File: src/rtl/ps2_seq_pkg.sv
// Package: shared types for the scancode sequence decoder.
// Assumes an 8-bit PS/2 byte unless CODE_W is changed at the top level.
package ps2_seq_pkg;

    // Pending marker state carried between bytes.
    typedef struct packed {
        logic ext;
        logic brk;
    } pend_t;

    // Kind of an accepted byte, as decided by the classifier.
    typedef enum logic [1:0] {
        BK_CODE = 2'd0,
        BK_EXT  = 2'd1,
        BK_BRK  = 2'd2
    } byte_kind_e;

endpackage

File: src/rtl/ps2_seq_classify.sv
// Module: ps2_seq_classify
// Sorts one byte into extension marker, release marker or ordinary code.
// Purely combinational; it assumes the two marker values differ.
module ps2_seq_classify
    import ps2_seq_pkg::*;
#(
    parameter int              CODE_W   = 8,
    parameter logic [CODE_W-1:0] EXT_MARK = 8'hE0,
    parameter logic [CODE_W-1:0] BRK_MARK = 8'hF0
) (
    input  logic [CODE_W-1:0] code,
    output byte_kind_e        kind
);

    // Compare the byte against both marker values.
    always_comb begin
        if (code == EXT_MARK)      kind = BK_EXT;
        else if (code == BRK_MARK) kind = BK_BRK;
        else                       kind = BK_CODE;
    end

endmodule

File: src/rtl/ps2_seq_prefix.sv
// Module: ps2_seq_prefix
// Holds the pending extension and release markers between bytes.
// Assumes take is a one-cycle strobe; an errored byte wipes both markers,
// and an ordinary code consumes them.
module ps2_seq_prefix
    import ps2_seq_pkg::*;
(
    input  logic       clk,
    input  logic       rst_n,
    input  logic       take,
    input  logic       err,
    input  byte_kind_e kind,
    output pend_t      pend
);

    pend_t pend_q;

    // Update the markers on each strobed byte.
    always_ff @(posedge clk) begin
        if (!rst_n) begin
            pend_q <= '0;
        end else if (take) begin
            if (err) begin
                pend_q <= '0;
            end else begin
                unique case (kind)
                    BK_EXT:  pend_q.ext <= 1'b1;
                    BK_BRK:  pend_q.brk <= 1'b1;
                    default: pend_q     <= '0;
                endcase
            end
        end
    end

    assign pend = pend_q;

    // An errored byte leaves no marker behind.
    p_err_clears_r7: assert property (@(posedge clk) disable iff (!rst_n)
        (take && err) |=> (pend_q == '0));

    // A repeated extension marker keeps the extended state.
    p_ext_sticks_r8: assert property (@(posedge clk) disable iff (!rst_n)
        (take && !err && kind == BK_EXT) |=> pend_q.ext);

    // An ordinary code consumes both markers.
    p_code_consumes_r2: assert property (@(posedge clk) disable iff (!rst_n)
        (take && !err && kind == BK_CODE) |=> (pend_q == '0));

endmodule

File: src/rtl/ps2_seq_event.sv
// Module: ps2_seq_event
// Registers one key event when an error-free ordinary code arrives.
// Assumes pend carries the markers seen before this byte. The fields hold
// between events and the strobe lasts one cycle.
module ps2_seq_event
    import ps2_seq_pkg::*;
#(
    parameter int CODE_W = 8
) (
    input  logic              clk,
    input  logic              rst_n,
    input  logic              take,
    input  logic              err,
    input  byte_kind_e        kind,
    input  logic [CODE_W-1:0] code,
    input  pend_t             pend,
    output logic              ev_valid,
    output logic [CODE_W-1:0] ev_code,
    output logic              ev_release,
    output logic              ev_ext
);

    logic fire;

    // An event fires only for a clean, ordinary byte.
    always_comb fire = take && !err && (kind == BK_CODE);

    // Capture the event fields and form the one-cycle strobe.
    always_ff @(posedge clk) begin
        if (!rst_n) begin
            ev_valid   <= 1'b0;
            ev_code    <= '0;
            ev_release <= 1'b0;
            ev_ext     <= 1'b0;
        end else begin
            ev_valid <= fire;
            if (fire) begin
                ev_code    <= code;
                ev_release <= pend.brk;
                ev_ext     <= pend.ext;
            end
        end
    end

    // Marker bytes never raise the strobe.
    p_prefix_silent_r6: assert property (@(posedge clk) disable iff (!rst_n)
        (take && !err && kind != BK_CODE) |=> !ev_valid);

    // Between events the fields do not move.
    p_hold_fields_r9: assert property (@(posedge clk) disable iff (!rst_n)
        !ev_valid |-> ($stable(ev_code) && $stable(ev_release) && $stable(ev_ext)));

    // The event code is the raw byte that triggered it.
    p_code_raw_r11: assert property (@(posedge clk) disable iff (!rst_n)
        ev_valid |-> (ev_code == $past(code)));

    // The release flag reflects the marker pending before the code byte.
    p_release_flag_r3: assert property (@(posedge clk) disable iff (!rst_n)
        ev_valid |-> (ev_release == $past(pend.brk)));

endmodule

File: src/rtl/ps2_seq_decoder.sv
// Module: ps2_seq_decoder (top)
// Folds PS/2 release (0xF0) and extension (0xE0) marker bytes into flags on
// the following code byte and emits one registered key event per code.
// Assumes in_valid is a one-cycle strobe from a byte receiver that flags
// framing and parity faults on in_err.
module ps2_seq_decoder
    import ps2_seq_pkg::*;
#(
    parameter int                CODE_W   = 8,
    parameter logic [CODE_W-1:0] EXT_MARK = 8'hE0,
    parameter logic [CODE_W-1:0] BRK_MARK = 8'hF0
) (
    input  logic              clk,
    input  logic              rst_n,
    input  logic              in_valid,
    input  logic [CODE_W-1:0] in_code,
    input  logic              in_err,
    output logic              evt_valid,
    output logic [CODE_W-1:0] evt_code,
    output logic              evt_release,
    output logic              evt_ext
);

    byte_kind_e kind;
    pend_t      pend;

    ps2_seq_classify #(
        .CODE_W   (CODE_W),
        .EXT_MARK (EXT_MARK),
        .BRK_MARK (BRK_MARK)
    ) u_classify (
        .code (in_code),
        .kind (kind)
    );

    ps2_seq_prefix u_prefix (
        .clk   (clk),
        .rst_n (rst_n),
        .take  (in_valid),
        .err   (in_err),
        .kind  (kind),
        .pend  (pend)
    );

    ps2_seq_event #(
        .CODE_W (CODE_W)
    ) u_event (
        .clk        (clk),
        .rst_n      (rst_n),
        .take       (in_valid),
        .err        (in_err),
        .kind       (kind),
        .code       (in_code),
        .pend       (pend),
        .ev_valid   (evt_valid),
        .ev_code    (evt_code),
        .ev_release (evt_release),
        .ev_ext     (evt_ext)
    );

    // Every event traces back to a clean strobe on the previous cycle.
    p_event_needs_byte_r2: assert property (@(posedge clk) disable iff (!rst_n)
        evt_valid |-> $past(in_valid && !in_err));

    // An errored byte never produces an event.
    p_err_no_event_r7: assert property (@(posedge clk) disable iff (!rst_n)
        (in_valid && in_err) |=> !evt_valid);

endmodule

File: config.mk
export PLATFORM = sky130hd
export DESIGN_NAME = ps2_seq_decoder
export DESIGN_NICKNAME = d
export VERILOG_FILES = /design/src/rtl/ps2_seq_pkg.sv /design/src/rtl/ps2_seq_classify.sv /design/src/rtl/ps2_seq_prefix.sv /design/src/rtl/ps2_seq_event.sv /design/src/rtl/ps2_seq_decoder.sv
export SDC_FILE = /design/constraint.sdc
export NUM_CORES = 1
export LEC_CHECK = 0
export ABC_CLOCK_PERIOD_IN_PS = 1050
export BUFFER_PORTS_ARGS = -buffer_cell sky130_fd_sc_hd__buf_2
export CORE_AREA = 3 3 40 42
export DETAILED_ROUTE_END_ITERATION = 10
export DIE_AREA = 0 0 43 45
export GPL_TIMING_DRIVEN = 0
export PLACE_DENSITY_LB_ADDON = 0.05
export SLEW_MARGIN = 20
export SYNTH_ARGS = -nofsm -noshare
export SYNTH_HDL_FRONTEND = slang
export SYNTH_SLANG_ARGS = --single-unit
export TNS_END_PERCENT = 20
File: constraint.sdc
create_clock -name clk -period 1.05 [get_ports clk]
set_input_delay 0.105 -clock clk [delete_from_list [all_inputs] [get_ports clk]]
set_output_delay 0.105 -clock clk [all_outputs]
set_load 0.02 [all_outputs]
==> metrics, run 1 <==
M2 GR Usage 23.4%; Power Density 1420 nW/um^2; Die Width 43 um; CTS Buf Count 3; multi-input logic area roughly 260 sq um; die span in y approximately 45 um; worst path bufs/invs 1; CP cell instances buf_2; max-slew violations 0; GR Overflow Total 0; Slew headroom 71.8%; Primary FF master, synth dfxtp_1; status finished clean; Yosys Warn Count 0; ant diodes 0; Post-synth EDFFs 0; Clock Tree Root clkbuf_4; worst reg2reg path endpoint u_prefix.pend[1]; Worst Setup Start Kind flop; Slowest-stage cell, CP dfxtp_1; Final Worst Setup Slack 0.176 ns; Post-CTS Setup Repair Bufs 0; delay-heaviest family, CP flip-flops; via count 491; Worst Hold Launch in_code[4]; Final Hold Vio Count 0; Die ar. 1940 sq um; Residual DRC 0; Fmax achieved ~1100 MHz; H-tree levels 1; vias per cell 5.06; synthesized area 541 sq um; WP data required roughly 0.94 ns; vias in the first global route 481; Reg-to-Reg Start u_prefix.pend[1]; Clock Skews around 0.00095 ns; slew at the pin closest to its max-slew limit roughly 0.42 ns; Buffers on Ports 21; Core Area 1280 sq um; initial antenna violation count 0; Rows 13; sequential-to-total area share from yosys stat 48.1%; # clock sinks 13; Worst path depth 1; NumNets Final 95; utilization after layout a little over half; largest net degree at the start of global routing 11; clock slew at reported path FFs about 0.08 ns; Reg2Reg Depth 2; HPWL Detailed 877 um; critical path type reg -> out; RSZ-0062 raised after global routing false; Hold Slack 0.0996 ns; # fillers 128; top fanout value on the critical path 2; Initial Utilization around 42%; dpl ws -0.117 ns; CTS hold repair buffers 0; Leakage slightly above 0.3 nW; commonest non-fill, non-tap cells in the layout buf_2, dfxtp_1, nand2_1; io pins 23; Clock Tree Buf Depth 2; Setup TNS Final 0 ns; critical path arrival 0.77 ns; ys async rst share 0%; Crit. Startpoint u_event.ev_code[5]; DR pass1 iterations 4; GRT met1 Usage 18.5%; first-pass GRT wire length 2150 um; layout cells sized above 1 32.9%; number of endpoints failing setup at the final stage 0; CTS tree built; antenna viol nets, final 0; final WL between 1000 and 1500 um; total of max-cap violations 0; Final min period a little under 0.9 ns; VDD IR-drop max 0.759 mV; Synth Area per Inst 9.48 sq um; clock latency at the later pin of the worst-skew pair ~0.27 ns; r2r setup slk 0.40 ns; Yosys cell types 18; GRT Total Usage 14.5%; post-synthesis register bit count 13; commonest non-fill, non-tap cell in the layout buf_2; Final Cycle Share a little over four fifths; critical path endpoint evt_code[5]; routability cong. 0.680; syn_nets about 70; M3 GR Usage 3.19%; DR WL/cell 12.1 um; initial DRC count 6; post-cts resize count 0; FF+latch area between 200 and 300 sq um; CP Capture Type output port; GRT busiest layer met2; area delta synth->final 27.8%; Worst Hold Class in -> reg; slowest stage delay, CP 0.33 ns; cell count after synthesis 57
## kinds of logic (layout without fill, tap and decap cells)
logic type             after synthesis  count (layout)  synth area share [%]
and+or+nand+nor                     22              22                  23.4
AOI/OAI and AO/OA                   14              14                  19.4
DFF                                 13              13                  48.1
buffers and inverters                5              30                  3.47
muxes                                3               3                  5.56
## how the worst min path moves through the flow
stage                               endpoint  slack, ns  cells after the start
after floorplan           u_event.ev_code[0]       0.24                      2
after global placement    u_event.ev_code[3]       0.37                      3
after global routing      u_event.ev_code[1]       0.12                      3
after CTS                 u_event.ev_code[4]       0.09                      3
final                     u_event.ev_code[4]        0.1                      3
after detailed placement  u_event.ev_code[2]       0.38                      3
## registers in the layout, indices dropped and copies added (netlist names)
signal and cells:
u_event.ev_code 8, u_event.ev_ext 1, u_event.ev_release 1, u_event.ev_valid 1, u_prefix.pend 2
## metal layers
metal	up-vias	wire, um
met4	0	4
met3	2	81
met1	226	518
met2	12	572
li1	251	-
met5	-	0
## through the flow
| step | power (W) | std cells | area (sq um) |
|---|---|---|---|
| finish | 0.000981 | 97 | 691 |
| global route | 0.00104 | 97 | 691 |
| global placement | 0.000683 | 93 | 664 |
| detailed placement | 0.000684 | 93 | 664 |
| CTS | 0.00100 | 97 | 691 |
| floorplan | 0.000621 | 57 | 541 |
## cells in the mapped netlist (all sizes together), types with 2 or more instances
library cell	n	area share [%]
a21oi	2	3.9
a31oi	4	4.6
clkbuf	3	2.1
dfxtp	13	48
inv	2	1.4
mux2i	3	5.6
nand2	10	6.9
nand3	4	3.7
nor2b	2	2.3
o21ai	5	4.6
o221a	3	6.2
## cell type report
class                      count  share of cell area, %
tap                           15                   2.72
clock buffer                   4                   3.80
sequential                    13                   37.7
multi-input combinational     39                   37.9
timing repair buffer          21                   15.2
inverter                       2                   1.09
buffer                         3                   1.63
## worst min-delay path: stages
cell,delay [ns]
buf_2,0.11
nand2_1,0.05
mux2i_1,0.06
## power by group
group          leakage, nW  internal [W]  switching (W)
registers            0.106      0.000515     0.00000914
clock network       0.0150      0.000147       0.000163
logic                0.184     0.0000567      0.0000902
total                0.305      0.000719       0.000263
Power figures use the tool's default switching activity.
==> run 2: changes to the inputs <==
--- a/config.mk
+++ b/config.mk
@@ -5,11 +5,11 @@
 export SDC_FILE = /design/constraint.sdc
 export NUM_CORES = 1
 export LEC_CHECK = 0
-export ABC_CLOCK_PERIOD_IN_PS = 1050
+export ABC_CLOCK_PERIOD_IN_PS = 800
 export BUFFER_PORTS_ARGS = -buffer_cell sky130_fd_sc_hd__buf_2
-export CORE_AREA = 3 3 40 42
+export CORE_MARGIN = 3
+export CORE_UTILIZATION = 39
 export DETAILED_ROUTE_END_ITERATION = 10
-export DIE_AREA = 0 0 43 45
 export GPL_TIMING_DRIVEN = 0
 export PLACE_DENSITY_LB_ADDON = 0.05
 export SLEW_MARGIN = 20
==> constraint.sdc (replaced) <==
create_clock -name clk -period 0.8 [get_ports clk]
set_input_delay 0.08 -clock clk [delete_from_list [all_inputs] [get_ports clk]]
set_output_delay 0.08 -clock clk [all_outputs]
set_load 0.02 [all_outputs]
==> run 2 against run 1 <==
The run now ends with negative setup slack left. Total power increased by 33%. Combinational power increased by 52%. Routed wire length decreased by 3.7%. Non-clock buffer count increased by 1. Clock skew decreased by 0.00087 ns. Critical path type unchanged. Largest cell class is now flip-flops and latches. Largest power group unchanged.
==> metrics, run 2 (synthesis gave the netlist of run 1 again) <==
status complete, but fails checks (was finished clean); violated checks negative setup slack; Clock Tree Root clkbuf_4 (unchanged); CTS hold repair buffers 0 (unchanged); initial antenna violation count 0 (unchanged); antenna viol nets, final 0 (unchanged); Final min period ~0.80 ns; dpl cell area 663 sq um (was 664 sq um); max FFs per register 8 (unchanged); Final Cycle Share 101%; layout cells sized above 1 48.2% (was 32.9%); Setup TNS Final -0.00487 ns (was 0 ns); Residual DRC 0 (unchanged); Final Worst Setup Slack -0.00487 ns (was 0.176 ns); final WL 1130 um (was 1180 um); via count 506 (was 491); Hold Path Stages 3 (unchanged); Worst Setup Start Kind flop (unchanged); first-pass GRT wire length 1990 um (was 2150 um); Leakage 0.327 nW (was 0.305 nW); Clock Tree Buf Depth 2 (unchanged); register name with the most flops u_event.ev_code (unchanged); Finished Layout Cells 97 (unchanged); total of max-cap violations 0 (unchanged); Buffers on Ports 21 (unchanged); GR Overflow Total 0 (unchanged); critical path arrival 0.72 ns (was 0.77 ns); Crit. Startpoint u_event.ev_code[6] (was u_event.ev_code[5]); H-tree levels 1 (unchanged); clock slew at reported path FFs 0.08 ns (about the same); DR WL/cell 11.7 um (was 12.1 um); worst reg2reg path endpoint u_event.ev_code[5] (was u_prefix.pend[1]); Reg2Reg Depth 1 (was 2); top fanout value on the critical path 2 (unchanged); Slowest-stage cell, CP dfxtp_2 (was dfxtp_1); largest net degree at the start of global routing 11 (unchanged); RSZ-0062 raised after global routing true (was false); # fillers 102 (was 128); Worst Hold Launch in_code[4] (unchanged); CP Capture Type output port (unchanged); NumNets Final 96 (was 95); area delta synth->final 44.4% (was 27.8%); Core Area 1200 sq um (was 1280 sq um); placed cells 92 (was 93); WP data required 0.72 ns (was 0.94 ns); commonest non-fill, non-tap cells in the layout buf_2, buf_6, dfxtp_2 (was buf_2, dfxtp_1, nand2_1); Worst path depth 1 (unchanged); WHS Endpoint u_event.ev_code[4] (unchanged); CTS tree built (unchanged); Slew headroom 73.5% (was 71.8%); wire length on met2 496 um (was 572 um); clock latency at the later pin of the worst-skew pair 0.26 ns (was 0.27 ns); Routed met1 length 526 um (was 518 um); Finished Cell Area 781 sq um (was 691 sq um); Worst Hold Class in -> reg (unchanged); ant diodes 0 (unchanged); Reg-to-Reg Start u_event.ev_code[5] (was u_prefix.pend[1]); delay-heaviest family, CP flip-flops (unchanged); Die Width 43.2 um (was 43 um); number of endpoints failing setup at the final stage 1 (was 0); Power Density 1680 nW/um^2 (was 1420 nW/um^2); CTS Buf Count 3 (unchanged); slowest stage delay, CP 0.35 ns (was 0.33 ns); worst path bufs/invs 1 (unchanged); met3 wire len 98 um (was 81 um); Hold Slack 0.0870 ns (was 0.0996 ns); routability cong. 0.688 (was 0.680); Initial Utilization 45.0% (was 42.1%); DR pass1 iterations 3 (was 4); Die ar. 1870 sq um (was 1940 sq um); Fmax achieved about 1200 MHz; die span in y 43.2 um (was 45 um); vias in the first global route 459 (was 481); io pins 23 (unchanged); GRT Total Usage 14.3% (was 14.5%); vias per cell 5.22 (was 5.06); max-slew violations 0 (unchanged); r2r setup slk 0.14 ns (was 0.40 ns); uppermost layer routed met4 (unchanged); Clock Skews 0.0000832 ns (was 0.000950 ns); CP cell instances buf_6 (was buf_2); Rows 12 (was 13); VDD IR-drop max 0.958 mV (was 0.759 mV); Overall Power 0.00131 W (was 0.000981 W); slew at the pin closest to its max-slew limit 0.398 ns (was 0.419 ns); critical path type reg -> out (unchanged); initial DRC count 4 (was 6); Final Hold Vio Count 0 (unchanged); # clock sinks 13 (unchanged)
-- run 2: repair_timing --
action	4_1_cts	5_1_grt
buffers inserted	1	0
pin swaps	1	0
setup endpoints to repair	19	15
resized for setup	32	3
-- run 2: stage by stage --
stage	utilization (%)	setup WS (ns)
floorplan	-	-0.105
global placement	55.2	-0.337
detailed placement	55.2	-0.335
CTS	64.6	-0.0238
global route	65.0	-0.0530
finish	65.0	-0.00487
-- run 2: area by class of cell --
type,instances,area (sq um),share of cell area (%)
clock buffer,4,26.3,3.37
tap,14,17.5,2.24
inverter,2,7.51,0.962
multi-input combinational,39,262,33.5
sequential,13,274,35.1
buffer,3,12.5,1.60
timing repair buffer,22,181,23.2
-- run 2: metal layers --
metal,track usage (%),vias up
met5,0,-
met4,5.42,0
met3,5.08,2
met2,21.8,19
met1,18.2,231
li1,-,254
-- run 2: worst max path at each step --
stage / to / slack [ns]
floorplan: u_event.ev_code[5] / -0.10
CTS: evt_release / -0.02
detailed placement: u_event.ev_code[6] / -0.33
global placement: u_event.ev_code[5] / -0.34
global route: evt_code[6] / -0.05
finish: evt_code[6] / -0.005
-- run 2: power breakdown --
part           internal, W  total [W]  switching [W]
sequential        0.000681   0.000700      0.0000192
clock             0.000192   0.000383       0.000191
combinational     0.000106   0.000224       0.000118
